### config.mk
export PLATFORM = sky130hd
export DESIGN_NAME = uart_md
export DESIGN_NICKNAME = d
export VERILOG_FILES = /design/src/rtl/uart_md_pkg.sv /design/src/rtl/uart_md_baud.sv /design/src/rtl/uart_md_tx.sv /design/src/rtl/uart_md_rx.sv /design/src/rtl/uart_md_filter.sv /design/src/rtl/uart_md.sv
export SDC_FILE = /design/constraint.sdc
export NUM_CORES = 1
export LEC_CHECK = 0
export ABC_CLOCK_PERIOD_IN_PS = 2400
export BUFFER_PORTS_ARGS = -buffer_cell sky130_fd_sc_hd__clkbuf_2
export CELL_PAD_IN_SITES_DETAIL_PLACEMENT = 1
export CELL_PAD_IN_SITES_GLOBAL_PLACEMENT = 1
export CORE_ASPECT_RATIO = 1.4
export CORE_MARGIN = 2
export CORE_UTILIZATION = 35
export CTS_CLUSTER_SIZE = 8
export DETAILED_ROUTE_END_ITERATION = 12
export PLACE_DENSITY = 0.63
export SLEW_MARGIN = 40
export SYNTH_ARGS = -nofsm -noshare
export SYNTH_HDL_FRONTEND = slang
export SYNTH_SLANG_ARGS = --single-unit
### constraint.sdc
create_clock -name clk -period 2.4 [get_ports clk]
set_input_delay 0 -clock clk [delete_from_list [all_inputs] [get_ports clk]]
set_output_delay 0 -clock clk [all_outputs]
set_load 0.1 [all_outputs]
### src/rtl/uart_md_pkg.sv
package uart_md_pkg;
  localparam int FRAME_MAX = 12;
  localparam logic [1:0] PAR_EVEN = 2'd1;
  localparam logic [1:0] PAR_ODD  = 2'd2;

  typedef enum logic [1:0] {RX_IDLE, RX_START, RX_BITS} rx_st_t;

  function automatic logic [3:0] data_bits(input logic [1:0] len);
    return {2'b00, len} + 4'd5;
  endfunction

  function automatic logic [7:0] data_mask(input logic [1:0] len);
    return 8'hFF >> (2'd3 - len);
  endfunction

  function automatic logic has_extra(input logic mark_en, input logic [1:0] par);
    return mark_en || (par == PAR_EVEN) || (par == PAR_ODD);
  endfunction

  function automatic logic [3:0] frame_len(input logic [1:0] len, input logic mark_en,
                                           input logic [1:0] par, input logic two_stop);
    return 4'd1 + data_bits(len) + {3'b000, has_extra(mark_en, par)} + (two_stop ? 4'd2 : 4'd1);
  endfunction
endpackage

### src/rtl/uart_md_baud.sv
module uart_md_baud #(
  parameter int DIV_W = 16
) (
  input  logic             clk,
  input  logic             rst_n,
  input  logic [DIV_W-1:0] div,
  output logic             tick
);
  localparam int CNT_W = DIV_W + 1;
  logic [CNT_W-1:0] cnt;
  logic [CNT_W-1:0] limit;

  assign limit = (div == '0) ? (CNT_W'(1) << DIV_W) : {1'b0, div};

  always_ff @(posedge clk or negedge rst_n) begin
    if (!rst_n) begin
      cnt  <= '0;
      tick <= 1'b0;
    end else if (cnt >= limit - CNT_W'(1)) begin
      cnt  <= '0;
      tick <= 1'b1;
    end else begin
      cnt  <= cnt + CNT_W'(1);
      tick <= 1'b0;
    end
  end

  AST_TICK_SPACED: assert property (@(posedge clk) disable iff (!rst_n)
    tick && (div != DIV_W'(1)) && $stable(div) |=> !tick);
endmodule

### src/rtl/uart_md_tx.sv
module uart_md_tx
  import uart_md_pkg::*;
#(
  parameter int W = 8
) (
  input  logic         clk,
  input  logic         rst_n,
  input  logic         tick,
  input  logic [1:0]   cfg_len,
  input  logic [1:0]   cfg_par,
  input  logic         cfg_two_stop,
  input  logic         cfg_mark_en,
  input  logic [W-1:0] tx_data,
  input  logic         tx_mark,
  input  logic         tx_valid,
  output logic         tx_ready,
  output logic         txd
);
  localparam int BODY_W = FRAME_MAX - 1;

  logic                 hold_full, hold_mark;
  logic [W-1:0]         hold_data;
  logic                 busy;
  logic [FRAME_MAX-1:0] sh;
  logic [3:0]           bits_left, sub;
  logic                 take, push, last_edge, extbit;
  logic [W-1:0]         dm;
  logic [BODY_W-1:0]    body;
  logic [2:0]           tail;
  logic [3:0]           nd;

  assign last_edge = busy && (sub == 4'd15) && (bits_left == 4'd1);
  assign take      = tick && hold_full && (!busy || last_edge);
  assign tx_ready  = !hold_full || take;
  assign push      = tx_valid && tx_ready;
  assign txd       = busy ? sh[0] : 1'b1;

  always_comb begin
    nd     = data_bits(cfg_len);
    dm     = hold_data & data_mask(cfg_len);
    extbit = cfg_mark_en ? hold_mark : ((cfg_par == PAR_ODD) ? ~^dm : ^dm);
    tail   = has_extra(cfg_mark_en, cfg_par) ? {2'b11, extbit} : 3'b111;
    body   = ({{(BODY_W-3){1'b1}}, tail} << nd) | {{(BODY_W-W){1'b0}}, dm};
  end

  always_ff @(posedge clk or negedge rst_n) begin
    if (!rst_n) begin
      hold_full <= 1'b0;
      hold_data <= '0;
      hold_mark <= 1'b0;
    end else if (push) begin
      hold_full <= 1'b1;
      hold_data <= tx_data;
      hold_mark <= tx_mark;
    end else if (take) begin
      hold_full <= 1'b0;
    end
  end

  always_ff @(posedge clk or negedge rst_n) begin
    if (!rst_n) begin
      busy      <= 1'b0;
      sh        <= '1;
      bits_left <= '0;
      sub       <= '0;
    end else if (take) begin
      busy      <= 1'b1;
      sh        <= {body, 1'b0};
      bits_left <= frame_len(cfg_len, cfg_mark_en, cfg_par, cfg_two_stop);
      sub       <= '0;
    end else if (busy && tick) begin
      sub <= sub + 4'd1;
      if (sub == 4'd15) begin
        sh        <= {1'b1, sh[FRAME_MAX-1:1]};
        bits_left <= bits_left - 4'd1;
        if (bits_left == 4'd1) busy <= 1'b0;
      end
    end
  end

  AST_TX_START_LOW: assert property (@(posedge clk) disable iff (!rst_n)
    take |=> !txd);
  AST_TX_HOLD_KEEP: assert property (@(posedge clk) disable iff (!rst_n)
    hold_full && !take |=> hold_full && $stable(hold_data));
endmodule

### src/rtl/uart_md_rx.sv
module uart_md_rx
  import uart_md_pkg::*;
#(
  parameter int W = 8
) (
  input  logic         clk,
  input  logic         rst_n,
  input  logic         tick,
  input  logic         rxd,
  input  logic [1:0]   cfg_len,
  input  logic [1:0]   cfg_par,
  input  logic         cfg_two_stop,
  input  logic         cfg_mark_en,
  input  logic         accept,
  output logic         fin,
  output logic [W-1:0] dat,
  output logic         ext,
  output logic [W-1:0] rx_data,
  output logic         rx_mark,
  output logic         rx_perr,
  output logic         rx_ferr,
  output logic         rx_valid,
  input  logic         rx_ready,
  output logic         rx_overrun
);
  logic [1:0] sync;
  logic       rxs, ferr, perr;
  rx_st_t     st;
  logic [3:0] sub, idx, nd, flen;

  assign rxs  = sync[1];
  assign nd   = data_bits(cfg_len);
  assign flen = frame_len(cfg_len, cfg_mark_en, cfg_par, cfg_two_stop);
  assign perr = !cfg_mark_en && ((cfg_par == PAR_EVEN) || (cfg_par == PAR_ODD)) &&
                ((^dat ^ ext) != (cfg_par == PAR_ODD));

  always_ff @(posedge clk or negedge rst_n) begin
    if (!rst_n) sync <= 2'b11;
    else        sync <= {sync[0], rxd};
  end

  always_ff @(posedge clk or negedge rst_n) begin
    if (!rst_n) begin
      st <= RX_IDLE; sub <= '0; idx <= '0; dat <= '0;
      ext <= 1'b0; ferr <= 1'b0; fin <= 1'b0;
    end else begin
      fin <= 1'b0;
      if (tick) begin
        unique case (st)
          RX_IDLE: if (!rxs) begin
            st  <= RX_START;
            sub <= '0;
          end
          RX_START: if (sub == 4'd7) begin
            if (!rxs) begin
              st <= RX_BITS; sub <= '0; idx <= '0;
              dat <= '0; ext <= 1'b0; ferr <= 1'b0;
            end else begin
              st <= RX_IDLE;
            end
          end else begin
            sub <= sub + 4'd1;
          end
          RX_BITS: begin
            sub <= sub + 4'd1;
            if (sub == 4'd15) begin
              if (idx < nd)                                                 dat[idx[2:0]] <= rxs;
              else if ((idx == nd) && has_extra(cfg_mark_en, cfg_par))      ext <= rxs;
              else if (!rxs)                                                ferr <= 1'b1;
              idx <= idx + 4'd1;
              if (idx == flen - 4'd2) begin
                st  <= RX_IDLE;
                fin <= 1'b1;
              end
            end
          end
          default: st <= RX_IDLE;
        endcase
      end
    end
  end

  always_ff @(posedge clk or negedge rst_n) begin
    if (!rst_n) begin
      rx_valid <= 1'b0; rx_data <= '0; rx_mark <= 1'b0;
      rx_perr <= 1'b0; rx_ferr <= 1'b0; rx_overrun <= 1'b0;
    end else begin
      rx_overrun <= 1'b0;
      if (fin && accept) begin
        if (!rx_valid || rx_ready) begin
          rx_valid <= 1'b1;
          rx_data  <= dat;
          rx_mark  <= cfg_mark_en && ext;
          rx_perr  <= perr;
          rx_ferr  <= ferr;
        end else begin
          rx_overrun <= 1'b1;
        end
      end else if (rx_ready) begin
        rx_valid <= 1'b0;
      end
    end
  end

  AST_RX_HOLD_STABLE: assert property (@(posedge clk) disable iff (!rst_n)
    rx_valid && !rx_ready |=> rx_valid && $stable(rx_data));
  AST_RX_OVR_WHEN_FULL: assert property (@(posedge clk) disable iff (!rst_n)
    rx_overrun |-> $past(rx_valid && !rx_ready));
endmodule

### src/rtl/uart_md_filter.sv
module uart_md_filter
  import uart_md_pkg::*;
#(
  parameter int W = 8
) (
  input  logic         clk,
  input  logic         rst_n,
  input  logic         fin,
  input  logic [W-1:0] dat,
  input  logic         ext,
  input  logic         cfg_mark_en,
  input  logic [1:0]   cfg_len,
  input  logic [W-1:0] cfg_station,
  output logic         accept
);
  logic listening, match;

  assign match  = (dat == (cfg_station & data_mask(cfg_len)));
  assign accept = !cfg_mark_en || (ext ? match : listening);

  always_ff @(posedge clk or negedge rst_n) begin
    if (!rst_n)                         listening <= 1'b0;
    else if (fin && cfg_mark_en && ext) listening <= match;
  end

  AST_LISTEN_AFTER_MATCH: assert property (@(posedge clk) disable iff (!rst_n)
    fin && cfg_mark_en && ext && match |=> listening);
  AST_DEAF_AFTER_MISS: assert property (@(posedge clk) disable iff (!rst_n)
    fin && cfg_mark_en && ext && !match |=> !listening);
endmodule

### src/rtl/uart_md.sv
module uart_md #(
  parameter int W     = 8,
  parameter int DIV_W = 16
) (
  input  logic         clk,
  input  logic         rst_n,
  input  logic [7:0]   div_hi,
  input  logic [7:0]   div_lo,
  input  logic [1:0]   cfg_len,
  input  logic [1:0]   cfg_par,
  input  logic         cfg_two_stop,
  input  logic         cfg_mark_en,
  input  logic [W-1:0] cfg_station,
  input  logic         tx_irq_en,
  input  logic         rx_irq_en,
  input  logic [W-1:0] tx_data,
  input  logic         tx_mark,
  input  logic         tx_valid,
  output logic         tx_ready,
  output logic         txd,
  input  logic         rxd,
  output logic [W-1:0] rx_data,
  output logic         rx_mark,
  output logic         rx_perr,
  output logic         rx_ferr,
  output logic         rx_valid,
  input  logic         rx_ready,
  output logic         rx_overrun,
  output logic         tx_irq,
  output logic         rx_irq
);
  logic         tick, fin, ext, accept;
  logic [W-1:0] dat;

  uart_md_baud #(.DIV_W(DIV_W)) u_baud (
    .clk(clk), .rst_n(rst_n), .div(DIV_W'({div_hi, div_lo})), .tick(tick));

  uart_md_tx #(.W(W)) u_tx (
    .clk(clk), .rst_n(rst_n), .tick(tick), .cfg_len(cfg_len), .cfg_par(cfg_par),
    .cfg_two_stop(cfg_two_stop), .cfg_mark_en(cfg_mark_en), .tx_data(tx_data),
    .tx_mark(tx_mark), .tx_valid(tx_valid), .tx_ready(tx_ready), .txd(txd));

  uart_md_rx #(.W(W)) u_rx (
    .clk(clk), .rst_n(rst_n), .tick(tick), .rxd(rxd), .cfg_len(cfg_len),
    .cfg_par(cfg_par), .cfg_two_stop(cfg_two_stop), .cfg_mark_en(cfg_mark_en),
    .accept(accept), .fin(fin), .dat(dat), .ext(ext), .rx_data(rx_data),
    .rx_mark(rx_mark), .rx_perr(rx_perr), .rx_ferr(rx_ferr), .rx_valid(rx_valid),
    .rx_ready(rx_ready), .rx_overrun(rx_overrun));

  uart_md_filter #(.W(W)) u_filter (
    .clk(clk), .rst_n(rst_n), .fin(fin), .dat(dat), .ext(ext),
    .cfg_mark_en(cfg_mark_en), .cfg_len(cfg_len), .cfg_station(cfg_station),
    .accept(accept));

  assign tx_irq = tx_irq_en && tx_ready;
  assign rx_irq = rx_irq_en && rx_valid;

  AST_RX_IRQ_FOLLOWS: assert property (@(posedge clk) disable iff (!rst_n)
    $rose(rx_valid) && rx_irq_en |-> rx_irq);
endmodule

-- Word level (Yosys, flattened, before mapping)
Index checks and enable logic that the tools add are counted.
- bits in registers: 86
- input bits: 46
- logic and storage cells: 182
- $add $sub $neg: 12
- order comparisons: 4
- equality and inequality tests: 23
- shift-type cells: 2
- muxes and demuxes: 64
- bitwise logic cells: 4
- reduce and logical (&&, ||, !) cells: 49
- operators by type and width (operator ; count):
    4-bit two-way mux ; 10
    12-bit two-way mux ; 3
    17-bit two-way mux ; 2
    8-bit two-way mux ; 4
    1-bit two-way mux ; 31
    17-bit by 1-bit adder with 17-bit output, second input constant ; 1
    17-bit greater-or-equal comparator ; 1
    17-bit by 1-bit subtractor with 17-bit output, second input constant ; 1
    8-bit bitwise AND ; 2
    1-bit logical AND ; 16
    16-bit logical NOT ; 1
    8-bit case mux with 2 select lines ; 1
    8-bit parity ; 2
    4-bit by 1-bit adder with 4-bit output, second input constant ; 3
    2-bit two-way mux ; 6
    2-bit inequality test, second input constant ; 6
    4-bit case mux with 3 select lines ; 1
    2-bit nonzero test ; 6
    11-bit by 8-bit bitwise OR with 11-bit output ; 1
    11-bit by 4-bit << shifter with 11-bit output ; 1
    2-bit by 1-bit inequality test with 1-bit output, second input constant ; 5
    5-bit AND reduction ; 2
    8-bit bitwise mux ; 1
    4-bit == test ; 2
    33 further kinds ; 49

-- Logic depth before layout (Yosys ltp)
Gate-level depths: netlist of run 1.
- depth after elaboration: 11
- mapped depth: 14
- gate-level depth less buffers: 13

-- Hierarchy
A second synthesis of run 1 with hierarchy kept.
- cells, all modules: 614
- area, all modules: 5793.1 um^2
- by module, submodules not included (module ; times used ; cells an instance ; area each (um^2) ; seq. area each (um^2)):
    uart_md_rx ; 1 ; 234 ; 2230.9 ; 903.4
    uart_md_tx ; 1 ; 181 ; 1826.8 ; 790.8
    uart_md_baud ; 1 ; 171 ; 1526.5 ; 450.4
    uart_md_filter ; 1 ; 26 ; 196.4 ; 25.0
    uart_md ; 1 ; 2 ; 12.5 ; 0.0

-- Worst setup path before layout of run 1
No wires, ideal clock.
- kind: flip-flop to flip-flop
- start point: reg u_tx.sub[0]
- end point: reg u_tx.hold_data[0]
- setup time: 0.125 ns
- arrival time: 4.031 ns
- setup slack: -1.757 ns
- cell stages (with the launch flop): 7
- path buffers: 0
- clock period less this slack: 4.157 ns
- path through: dfrtp_1 > ha_1 > and3_1 > a31oi_1 > o21ai_0 > nand2_2 > mux2_2
- cells in the longest elaborated chain, start to end: 7
- RTL lines (element ; line ; text):
    start: declaration ; uart_md_tx.sv:25 ; logic [3:0] bits_left, sub;
    start signal: assignment ; uart_md_tx.sv:72 ; sub <= sub + 4'd1;
    4-bit == test ; uart_md_tx.sv:32 ; assign last_edge = busy && (sub == 4'd15) && (bits_left == 4'd1);
    1-bit logical AND (2 in series) ; uart_md_tx.sv:32 ;
    1-bit logical OR ; uart_md_tx.sv:33 ; assign take = tick && hold_full && (!busy || last_edge);
    1-bit logical AND ; uart_md_tx.sv:33 ;
    1-bit logical OR ; uart_md_tx.sv:34 ; assign tx_ready = !hold_full || take;
    net tx_ready ; uart_md.sv:19 ; output logic tx_ready,
    1-bit logical AND ; uart_md_tx.sv:35 ; assign push = tx_valid && tx_ready;
    end signal: assignment ; uart_md_tx.sv:53 ; hold_data <= tx_data;
    end: declaration ; uart_md_tx.sv:22 ; logic [W-1:0] hold_data;
The timed path passes the listed nets, and every way through them passes these cells.
A chain may end at the register's enable or synchronous reset.

-- Final worst setup path of run 1
- start point: in cfg_len[0]
- end point: reg u_rx.st[0]
- cells in the longest elaborated chain, start to end: 8
- RTL lines (element ; line ; text):
    start: declaration ; uart_md.sv:9 ; input logic [1:0] cfg_len,
    2-bit by 3-bit adder with 4-bit output ; uart_md_pkg.sv:9 ; return {2'b00, len} + 4'd5;
    1-bit by 4-bit adder with 4-bit output ; uart_md_pkg.sv:22 ; return 4'd1 + data_bits(len) + {3'b000, has_extra(mark_en, par)} + (two_stop ? 4'd2 : 4'd1);
    4-bit by 1-bit adder with 4-bit output ; uart_md_pkg.sv:22 ;
    4-bit adder ; uart_md_pkg.sv:22 ;
    4-bit by 2-bit subtractor with 4-bit output ; uart_md_rx.sv:71 ; if (idx == flen - 4'd2) begin
    4-bit == test ; uart_md_rx.sv:71 ;
    2-bit by 1-bit inequality test with 1-bit output (no line) ; -- ;
    5-bit AND reduction (no line) ; -- ;
    end signal: assignment ; uart_md_rx.sv:59 ; st <= RX_IDLE;
    end signal: assignment ; uart_md_rx.sv:72 ; st <= RX_IDLE;
    end signal: assignment ; uart_md_rx.sv:77 ; default: st <= RX_IDLE;
    end: declaration ; uart_md_rx.sv:28 ; rx_st_t st;
Every way passes these cells.

==> impl_metrics.csv, run 1 <==
group,metric,value,unit
layout,insertedDiodeCount,0,
yosys,syn-mean-instance-area,9.73,um^2
worst_setup_path,start_kind,"input port",
layout,final_nets,794,
sta,min_period,2330,ps
worst_setup_path,worstPathArrival,2550,ps
layout,ff_latch_area,2170,um^2
global_route,overflow,0,
floorplanning,core,15700,um^2
floorplanning,die_w,111,um
worst_setup_path,crit_type,"input port to flop",
yosys,post-synth-top-area-cell,"dfrtp_1",
sta,skew,9.85,ps
drt,via_count,4821,
sta,max_freq,429,MHz
worst_setup_path,path_buf_inv,4,
floorplanning,dieArea,17100,um^2
clocking,worst_skew_pair.late_latency,340,ps
yosys,async_flop_share,100,%
worst_setup_path,cp_cell_sequence,"buf_8, clkinvlp_4, fa_1, inv_2, fa_2, inv_2, ha_4, xor2_2, xnor2_1, xnor2_1, a21oi_1, or3_1",
sta,setup_viol,0,
yosys,synth_nets,669,
sta,worst_pin_slew,689,ps
sta,holdWs,108,ps
drt,drtIter0Drc,183,
yosys,ys_types,64,
layout,utilization,47.0,%
floorplanning,pin_count,63,
power_and_ir_drop,power.total,0.00471,W
placed_design,portBuffers,62,
drt,detail-route-antenna-nets,0,
sta,period_share,97.1,%
worst_setup_path,slowest_stage,"fa_2",
clocking,cts_tree,"done",
drt,wl_per_cell,17.3,um
power_and_ir_drop,peakVddDrop,0.322,mV
worst_setup_path,cp-end-kind,"flop",
placed_design,place_ws,-450,ps
run_status,outcome,"completed",
sta,drv_slew,0,
layout,fill_cells,1762,
yosys,synth_cells,579,
layout,syn_to_final_growth,30.8,%
power_and_ir_drop,power.density,639,nW/um^2
drt,routed_wl,15600,um
clocking,cts.htree.levels,3,
global_route,grt_pass1_vias,5460,
yosys,ys_ff_latch,86,
clocking,cts_buffer_depth,2,
worst_hold_path,hold_path_class,"input port to flop",
floorplanning,num_rows,54,
clocking,cts.reportedPaths.clkPinSlew,70,ps
layout,multiInputGateArea,3560,um^2
global_route,antenna_found_initial,0,
placed_design,place_inst,868,
floorplanning,die_h,154,um
global_route,grt_start_max_net_pins,52,
layout,final_cell_count_no_fill,905,
worst_setup_path,cp_max_fo,3,
placed_design,place_congestion,0.803,
global_route,grt.total_usage,18.7,%
yosys,ys.flop_type,"dfrtp_1",
drt,first_pass_iters,4,
clocking,numCtsBuffers,9,
power_and_ir_drop,p_leak,3.28,nW
drt,via_per_inst,5.33,
layout,drive_above_1_share,32.2,%
yosys,synth_top_cells_by_count,"72 x dfrtp_1, 53 x nand2_1, 42 x ha_1",
clocking,cts_root_buffer,"clkbuf_16",
sta,maxSlewHeadroom,53.7,%
drt,post-route-drc-count,0,
sta,rsz0062_at_grt,"true",
worst_setup_path,crit_family,"adder cells",
yosys,synth_warnings,0,
job,maxCapViolCount,0,
sta,finalWorstSetupSlack,70.3,ps
yosys,ys_seq_area_share,38.5,%
yosys,synth_most_common_cell,"dfrtp_1",
yosys,syn_area,5630,um^2
yosys,synth_area_leaders,"dfrtp_1 32%, ha_1 9.3%, dfstp_2 6.5%",
sta,finalHoldViolations,0,
yosys,synth_enable_flop_cells,0,
placed_design,dp_hpwl,11800,um
floorplanning,start_util,35.9,%
yosys,synth_top_area_share,32.0,%
worst_setup_path,critPathRequiredTime,2620,ps
clocking,clock-sinks,86,
worst_setup_path,critPathMaxStageDelay,590,ps
global_route,grt_pass1_wl,26200,um
==> cells by family after synthesis <==
logic type | Yosys count | synth area share (%)
other | 1 | 0.0666
AO/OA/AOI/OAI | 119 | 14.1
adder cells (fa/ha/maj) | 44 | 10.0
multiplexers | 36 | 6.84
XOR/XNOR | 60 | 9.82
AND/OR/NAND/NOR | 178 | 16.8
flip-flops | 86 | 38.5
buffers and inverters | 55 | 3.82
==> final timing paths <==
path	start	endpoint	slack [ps]	cells after the start
max in group asynchronous	rst_n	u_tx.sh[10]	1520	3
min in group asynchronous	rst_n	u_tx.sub[2]	170	2
worst min-delay path	cfg_mark_en	u_rx.rx_mark	110	4
worst max register to register	u_rx.sub[0]	u_rx.dat[1]	190	6
worst min register to register	u_rx.sync[0]	u_rx.sync[1]	360	0
worst max-delay path	cfg_len[0]	u_rx.st[0]	70	12
==> placed cells by master, fill, tap and decap left out, types with 8 or more instances in the layout <==
| cell | synthesis | layout |
|---|---|---|
| mux2i_1 | 16 | 16 |
| nor2b_1 | 8 | 8 |
| nand3_1 | 21 | 21 |
| nor3_1 | 13 | 10 |
| clkbuf_16 | 0 | 9 |
| dfstp_2 | 14 | 14 |
| nand4_1 | 9 | 9 |
| mux2_2 | 20 | 19 |
| a21oi_1 | 14 | 9 |
| clkbuf_2 | 0 | 59 |
| xnor2_1 | 35 | 34 |
| xor2_1 | 23 | 22 |
| dlygate4sd3_1 | 0 | 13 |
| a21o_1 | 15 | 15 |
| inv_1 | 35 | 30 |
| buf_4 | 1 | 56 |
| ha_1 | 42 | 36 |
| o21ai_0 | 29 | 28 |
| nand2_1 | 53 | 53 |
| dfrtp_1 | 72 | 72 |
| a211oi_2 | 0 | 11 |
| nor2_1 | 22 | 20 |
| a211oi_1 | 19 | 8 |
==> report_power, final <==
part | total [W] | leakage, nW | internal [W] | switching (W)
Clock | 0.00146 | 0.151 | 0.000821 | 0.000636
Combinational | 0.00145 | 2.08 | 0.000685 | 0.000769
Sequential | 0.00180 | 1.05 | 0.00162 | 0.000178
==> worst register-to-register path, delay by kind of cell, from the launching register on <==
| family | cells | cell delay [ps] |
|---|---|---|
| and+or+nand+nor | 3 | 930 |
| DFF | 1 | 390 |
| AOI/OAI and AO/OA | 1 | 360 |
| muxes | 1 | 240 |
| adders and majority gates | 1 | 230 |
==> flip-flops by register name, summed over array words and instances (netlist names), 2 cells and up <==
name	cells
u_rx.sync	2
u_rx.idx	4
u_rx.st	2
u_rx.sub	4
u_tx.bits_left	4
u_tx.sh	12
u_baud.cnt	17
u_rx.rx_data	8
u_rx.dat	8
u_tx.sub	4
u_tx.hold_data	8
==> metrics by stage <==
step                      TNS [ps]  area, um^2
final                            0        7370
after global routing          -182        7370
after CTS                        0        7220
after detailed placement     -7800        6720
after global placement       -5050        6720
after floorplan               -316        5880
==> cell type report <==
type	count	share of cell area, %
clock buffers	9	3.06
clock inverters	7	1.07
inverters	35	1.94
multi-input cells	438	48.3
flip-flops and latches	86	29.4
well taps	196	3.33
repair buffers	134	12.9
==> timing repair <==
item	in CTS	in global routing
setup endpoints to repair	9	25
hold endpoints to repair	46	0
pin swaps	3	7
hold buffers	13	0
setup buffers	4	4
resized for setup	3	21
==> routing by layer <==
metal / vias to the layer above / routed length, um / part of all wire [%] / GRT usage (%)
met4: 0 / 393 / 2.5 / 6.82
met2: 72 / 9040 / 58 / 37.5
met3: 25 / 332 / 2.1 / 2.64
met1: 2412 / 5870 / 38 / 19.2
li1: 2312 / - / - / -
met5: - / 0 / 0 / 0
Power figures use the tool's default switching activity.
==> run 2, diff against run 1 <==
- REMOVE_ABC_BUFFERS: default -> 1
==> run 2 against run 1 <==
Net effect:
- routed wire length decreased by 5.0%
- sequential power about the same
- sequential share of layout area grew 0.83 points
- clock skew shrank 0.86 ps
- final cell count shrank 1.2%
- count of clock-buffer cells in the layout grew 2
- worst hold slack got worse by 15 ps
- final area shrank 2.8%
- clock power barely moved
- fmax fell by 0.19%
- first-iteration DRC count grew 17%
- via count down 2.4%
- largest cell class unchanged
- highest routed layer unchanged
==> impl_metrics.csv, run 2 (synthesis gave the netlist of run 1 again) <==
group,metric,value,unit
drt,wl_per_cell,16.6,um
layout,final_nets,783,
floorplanning,start_util,35.9,%
worst_setup_path,critPathRequiredTime,2620,ps
layout,syn_to_final_growth,27.2,%
sta,worst_pin_slew,674,ps
layout,final_cell_count_no_fill,894,
worst_setup_path,start_kind,"input port",
drt,via_count,4705,
layout,largest_reg_flops,17,
worst_hold_path,hold_path_class,"input port to flop",
power_and_ir_drop,peakVddDrop,0.325,mV
global_route,grt.total_usage,17.9,%
placed_design,place_inst,860,
global_route,antenna_found_initial,0,
run_status,outcome,"completed",
layout,utilization,45.7,%
global_route,grt_start_max_net_pins,49,
clocking,cts_root_buffer,"clkbuf_16",
floorplanning,dieArea,17100,um^2
floorplanning,die_w,111,um
drt,detail-route-antenna-nets,0,
sta,drv_slew,0,
floorplanning,pin_count,63,
placed_design,place_congestion,0.786,
global_route,grt_pass1_wl,25000,um
drt,routed_wl,14800,um
global_route,grt_pass1_vias,5217,
clocking,cts.htree.levels,3,
placed_design,portBuffers,62,
clocking,worst_skew_pair.late_latency,340,ps
clocking,cts_tree,"done",
placed_design,dp_hpwl,11500,um
sta,skew,8.99,ps
floorplanning,core,15700,um^2
job,maxCapViolCount,0,
clocking,cts_buffer_depth,2,
drt,post-route-drc-count,0,
sta,period_share,97.3,%
worst_setup_path,cp-end-kind,"flop",
clocking,numCtsBuffers,9,
sta,max_freq,428,MHz
power_and_ir_drop,power.density,644,nW/um^2
drt,drtIter0Drc,214,
global_route,overflow,0,
sta,min_period,2330,ps
sta,maxSlewHeadroom,54.7,%
layout,drive_above_1_share,28.7,%
floorplanning,die_h,154,um
clocking,clock-sinks,86,
layout,insertedDiodeCount,0,
layout,top_regs,"u_baud.cnt (17), u_tx.sh (12)",
worst_setup_path,crit_type,"input port to flop",
drt,first_pass_iters,6,
layout,final_common_cell,"dfrtp_1",
worst_setup_path,worstPathArrival,2550,ps
clocking,cts.reportedPaths.clkPinSlew,60,ps
sta,finalHoldViolations,0,
floorplanning,num_rows,54,
sta,setup_viol,0,
layout,layout_common_cells,"72 x dfrtp_1, 56 x clkbuf_2, 53 x nand2_1, 46 x buf_4, 38 x ha_1",
power_and_ir_drop,p_leak,3.21,nW
sta,rsz0062_at_grt,"true",
drt,via_per_inst,5.26,
layout,regMostFlops,"u_baud.cnt",
worst_setup_path,cp_max_fo,4,
==> run 2: power by group <==
| group | switching, W | internal, W | leakage (nW) | total, W |
|---|---|---|---|---|
| sequential | 0.000185 | 0.00162 | 1.05 | 0.00180 |
| clock | 0.000584 | 0.000872 | 0.156 | 0.00146 |
| combinational | 0.000714 | 0.000637 | 2.00 | 0.00135 |
| total | 0.00148 | 0.00313 | 3.21 | 0.00461 |
==> run 2: repair_timing <==
item	in CTS	in global routing
pin swaps	9	12
hold buffers	13	0
endpoints found under the setup margin	21	24
hold endpoints to repair	39	0
setup buffers	2	3
resized for setup	16	32
==> run 2: worst paths after layout <==
path	slack [ps]	startpoint	end	cells after the start
setup / recovery	70	cfg_par[0]	u_rx.st[0]	15
setup reg to reg	200	u_rx.sub[0]	u_rx.dat[1]	6
hold / removal	90	cfg_mark_en	u_rx.rx_mark	4
min in group asynchronous	180	rst_n	u_tx.sub[0]	2
max in group asynchronous	1500	rst_n	u_tx.sh[10]	3
hold reg to reg	360	u_rx.sync[0]	u_rx.sync[1]	0
==> run 2: layout make-up <==
class,instances,area (um^2)
fill,1793,8510
multi-input combinational,438,3410
sequential,86,2170
timing repair buffer,123,881
clock buffer,11,253
tap,196,245
inverter,35,136
clock inverter,5,65.1
==> run 2: routing by layer <==
layer  vias up  part of all wire, %  track usage [%]
met2        64                   59             36.9
met5         -                    0                0
met4         0                  1.9             5.94
met3        18                  1.8             2.21
li1       2283                    -                -
met1      2340                   37             18.0
==> run 2: worst max-delay path, cell delays in order <==
cell and delay (ps):
buf_8 80, inv_4 30, ha_4 150, nor3_4 210, buf_6 130, inv_4 40, ha_4 150, fa_2 540
inv_2 60, ha_4 160, xor2_2 150, xnor2_2 170, xnor2_2 200, a21oi_1 90, or3_1 360
==> run 2: metrics by stage <==
step | power (W) | instance area, um^2 | TNS [ps] | hold slack [ps] | setup slack, ps
2_1_floorplan | 0.00263 | 5550 | -28150 | -296 | -1760
6_report | 0.00461 | 7160 | 0 | 93.0 | 65.8
4_1_cts | 0.00461 | 7010 | -21.8 | 90.1 | -21.8
3_5_place_dp | 0.00307 | 6480 | -9230 | 25.2 | -645
3_3_place_gp | 0.00301 | 6480 | -6460 | 23.6 | -514
5_1_grt | 0.00491 | 7160 | -74.9 | 115 | -47.1
==> run 3, diff against run 2 <==
- SETUP_SLACK_MARGIN: default -> 0.3
==> run 3 against run 2 <==
Net effect:
- critical path type unchanged
- largest cell class unchanged
- sequential power barely moved
- largest power group unchanged
- first-iteration DRC count decreased by 1.4%
- global-route usage is 1.1 points higher
- critical endpoint unchanged
==> impl_metrics.csv, run 3 (synthesis gave the netlist of run 1 again) <==
group,metric,value,unit
run_status,outcome,"completed",
floorplanning,die_w,111,um
clocking,numCtsBuffers,9,
worst_setup_path,cp_max_fo,4,
worst_setup_path,path_buf_inv,5,
worst_setup_path,cp_cell_sequence,"buf_8, inv_4, ha_4, nor3_4, buf_6, inv_4, ha_4, fa_2, inv_2, ha_4, xor2_2, xnor2_2, xnor2_2, a21oi_1, or3_1",
worst_setup_path,crit_family,"adder cells",
floorplanning,start_util,35.9,%
worst_setup_path,r2r-start,"u_rx.dat[2]",
drt,first_pass_iters,4,
worst_hold_path,hold_start,"cfg_mark_en",
power_and_ir_drop,peakVddDrop,0.336,mV
sta,period_share,99.3,%
layout,final_nets,805,
sta,rsz0062_at_grt,"true",
power_and_ir_drop,combPwrFrac,33.2,%
sta,max_freq,420,MHz
power_and_ir_drop,p_sw,0.00162,W
sta,drv_slew,0,
power_and_ir_drop,p_leak,3.42,nW
layout,largest_reg_flops,17,
placed_design,dp_hpwl,11500,um
drt,wl_per_cell,18.2,um
drt,routed_wl,16700,um
global_route,met3_usage,2.36,%
clocking,cts_root_buffer,"clkbuf_16",
worst_setup_path,cpMostUsedCell,"ha_4",
floorplanning,die_h,154,um
global_route,grt_most_used_layer,"met2",
layout,drive_above_1_share,37.2,%
global_route,overflow,0,
worst_setup_path,r2r_slack,240,ps
sta,final.setup.tns,0,ps
clocking,cts_buffer_depth,2,
global_route,grt_pass1_wl,26400,um
global_route,grt_pass1_vias,5406,
drt,via_count,4882,
power_and_ir_drop,pwr-share-clk,29.9,%
power_and_ir_drop,p_seq_share,36.9,%
power_and_ir_drop,swShare,33.1,%
worst_setup_path,critPathMaxStageDelay,590,ps
global_route,use_met1,19.0,%
clocking,cts.htree.levels,3,
power_and_ir_drop,power.total,0.00491,W
global_route,grtUsageMet2,39.2,%
layout,final_common_cell,"dfrtp_1",
worst_setup_path,crit_start,"cfg_par[0]",
sta,skew,8.35,ps
placed_design,portBuffers,62,
drt,drtIter0Drc,211,
floorplanning,num_rows,54,
power_and_ir_drop,power.density,631,nW/um^2
sta,worst_pin_slew,792,ps
worst_setup_path,cp-end-kind,"flop",
layout,top_regs,"u_baud.cnt (17), u_tx.sh (12)",
worst_hold_path,hold_path_class,"input port to flop",
power_and_ir_drop,p_int,0.00329,W
sta,maxSlewHeadroom,47.2,%
job,maxCapViolCount,0,
drt,detail-route-antenna-nets,0,
placed_design,place_congestion,0.786,
worst_setup_path,rr_endpoint,"u_rx.rx_data[6]",
layout,layout_common_cells,"68 x dfrtp_1, 62 x buf_4, 56 x clkbuf_2, 53 x nand2_1, 35 x ha_1",
drt,via_per_inst,5.33,
worst_hold_path,min_path_cells,4,
sta,holdWs,93.9,ps
placed_design,placed_cell_area,6480,um^2
worst_setup_path,worstPathArrival,2600,ps
global_route,antenna_found_initial,0,
global_route,grt_start_max_net_pins,49,
layout,regMostFlops,"u_baud.cnt",
worst_setup_path,start_kind,"input port",
floorplanning,dieArea,17100,um^2
sta,setup_viol,0,
floorplanning,pin_count,63,
clocking,cts_tree,"done",
sta,min_period,2380,ps
worst_setup_path,critPathRequiredTime,2620,ps
placed_design,place_inst,860,
clocking,clock-sinks,86,
sta,finalHoldViolations,0,
worst_setup_path,crit_type,"input port to flop",
worst_hold_path,hold_end,"u_rx.rx_mark",
drt,post-route-drc-count,0,
layout,insertedDiodeCount,0,
worst_setup_path,rr_worst_depth,6,
floorplanning,core,15700,um^2
layout,final_area,7780,um^2
layout,final_cell_count_no_fill,916,
global_route,grt.total_usage,19.0,%
layout,syn_to_final_growth,38.2,%
clocking,cts.reportedPaths.clkPinSlew,60,ps
worst_setup_path,slowest_stage,"fa_2",
layout,fill_cells,1738,
clocking,worst_skew_pair.late_latency,340,ps
## run 3: routing by layer
metal | vias to the layer above | share of wire [%]
li1 | 2328 | -
met1 | 2458 | 37
met2 | 71 | 59
met3 | 25 | 1.8
met4 | 0 | 2.4
met5 | - | 0
## run 3: power by group through the flow
stage | sequential (W) | clock, W | combinational (W)
CTS | 0.00181 | 0.00150 | 0.00147
global route | 0.00184 | 0.00156 | 0.00179
global placement | 0.00182 | 0 | 0.00119
finish | 0.00181 | 0.00147 | 0.00163
floorplan | 0.00188 | 0 | 0.000749
detailed placement | 0.00183 | 0 | 0.00125
## run 3: per-stage QoR
step	utilization (%)	setup slack, ps
2_1_floorplan	-	-1760
3_3_place_gp	41.3	-514
3_5_place_dp	41.3	-645
4_1_cts	47.2	1.17
5_1_grt	49.6	-127
6_report	49.6	16.5
## run 3: layout make-up
cell class / count / area, um^2 / area share (%)
sequential: 86 / 2170 / 27.9
tap: 196 / 245 / 3.15
inverter: 35 / 136 / 1.75
clock inverter: 5 / 65.1 / 0.836
timing repair buffer: 145 / 1110 / 14.3
multi-input combinational: 438 / 3800 / 48.8
clock buffer: 11 / 253 / 3.25
## run 3: worst max-delay path by stage
stage,to,cells after the start,slack [ps]
after floorplan,u_tx.hold_data[0],6,-1760
after global placement,u_rx.st[0],15,-510
after detailed placement,u_rx.st[0],15,-650
after CTS,u_rx.st[0],15,1
after global routing,u_rx.st[0],15,-130
final,u_rx.st[0],15,20
## run 3: tightest hold or removal path: stages
cell      delay (ps)
clkbuf_2         110
buf_4            160
nand2_1           50
mux2i_1           60
## run 3: repair_timing
| action | CTS | global route |
|---|---|---|
| gates cloned | 3 | 1 |
| endpoints found under the setup margin | 50 | 51 |
| pin swaps | 30 | 22 |
| hold endpoints to repair | 39 | 0 |
| setup buffers | 8 | 15 |
| gates resized for setup | 76 | 55 |
| hold buffers | 13 | 0 |
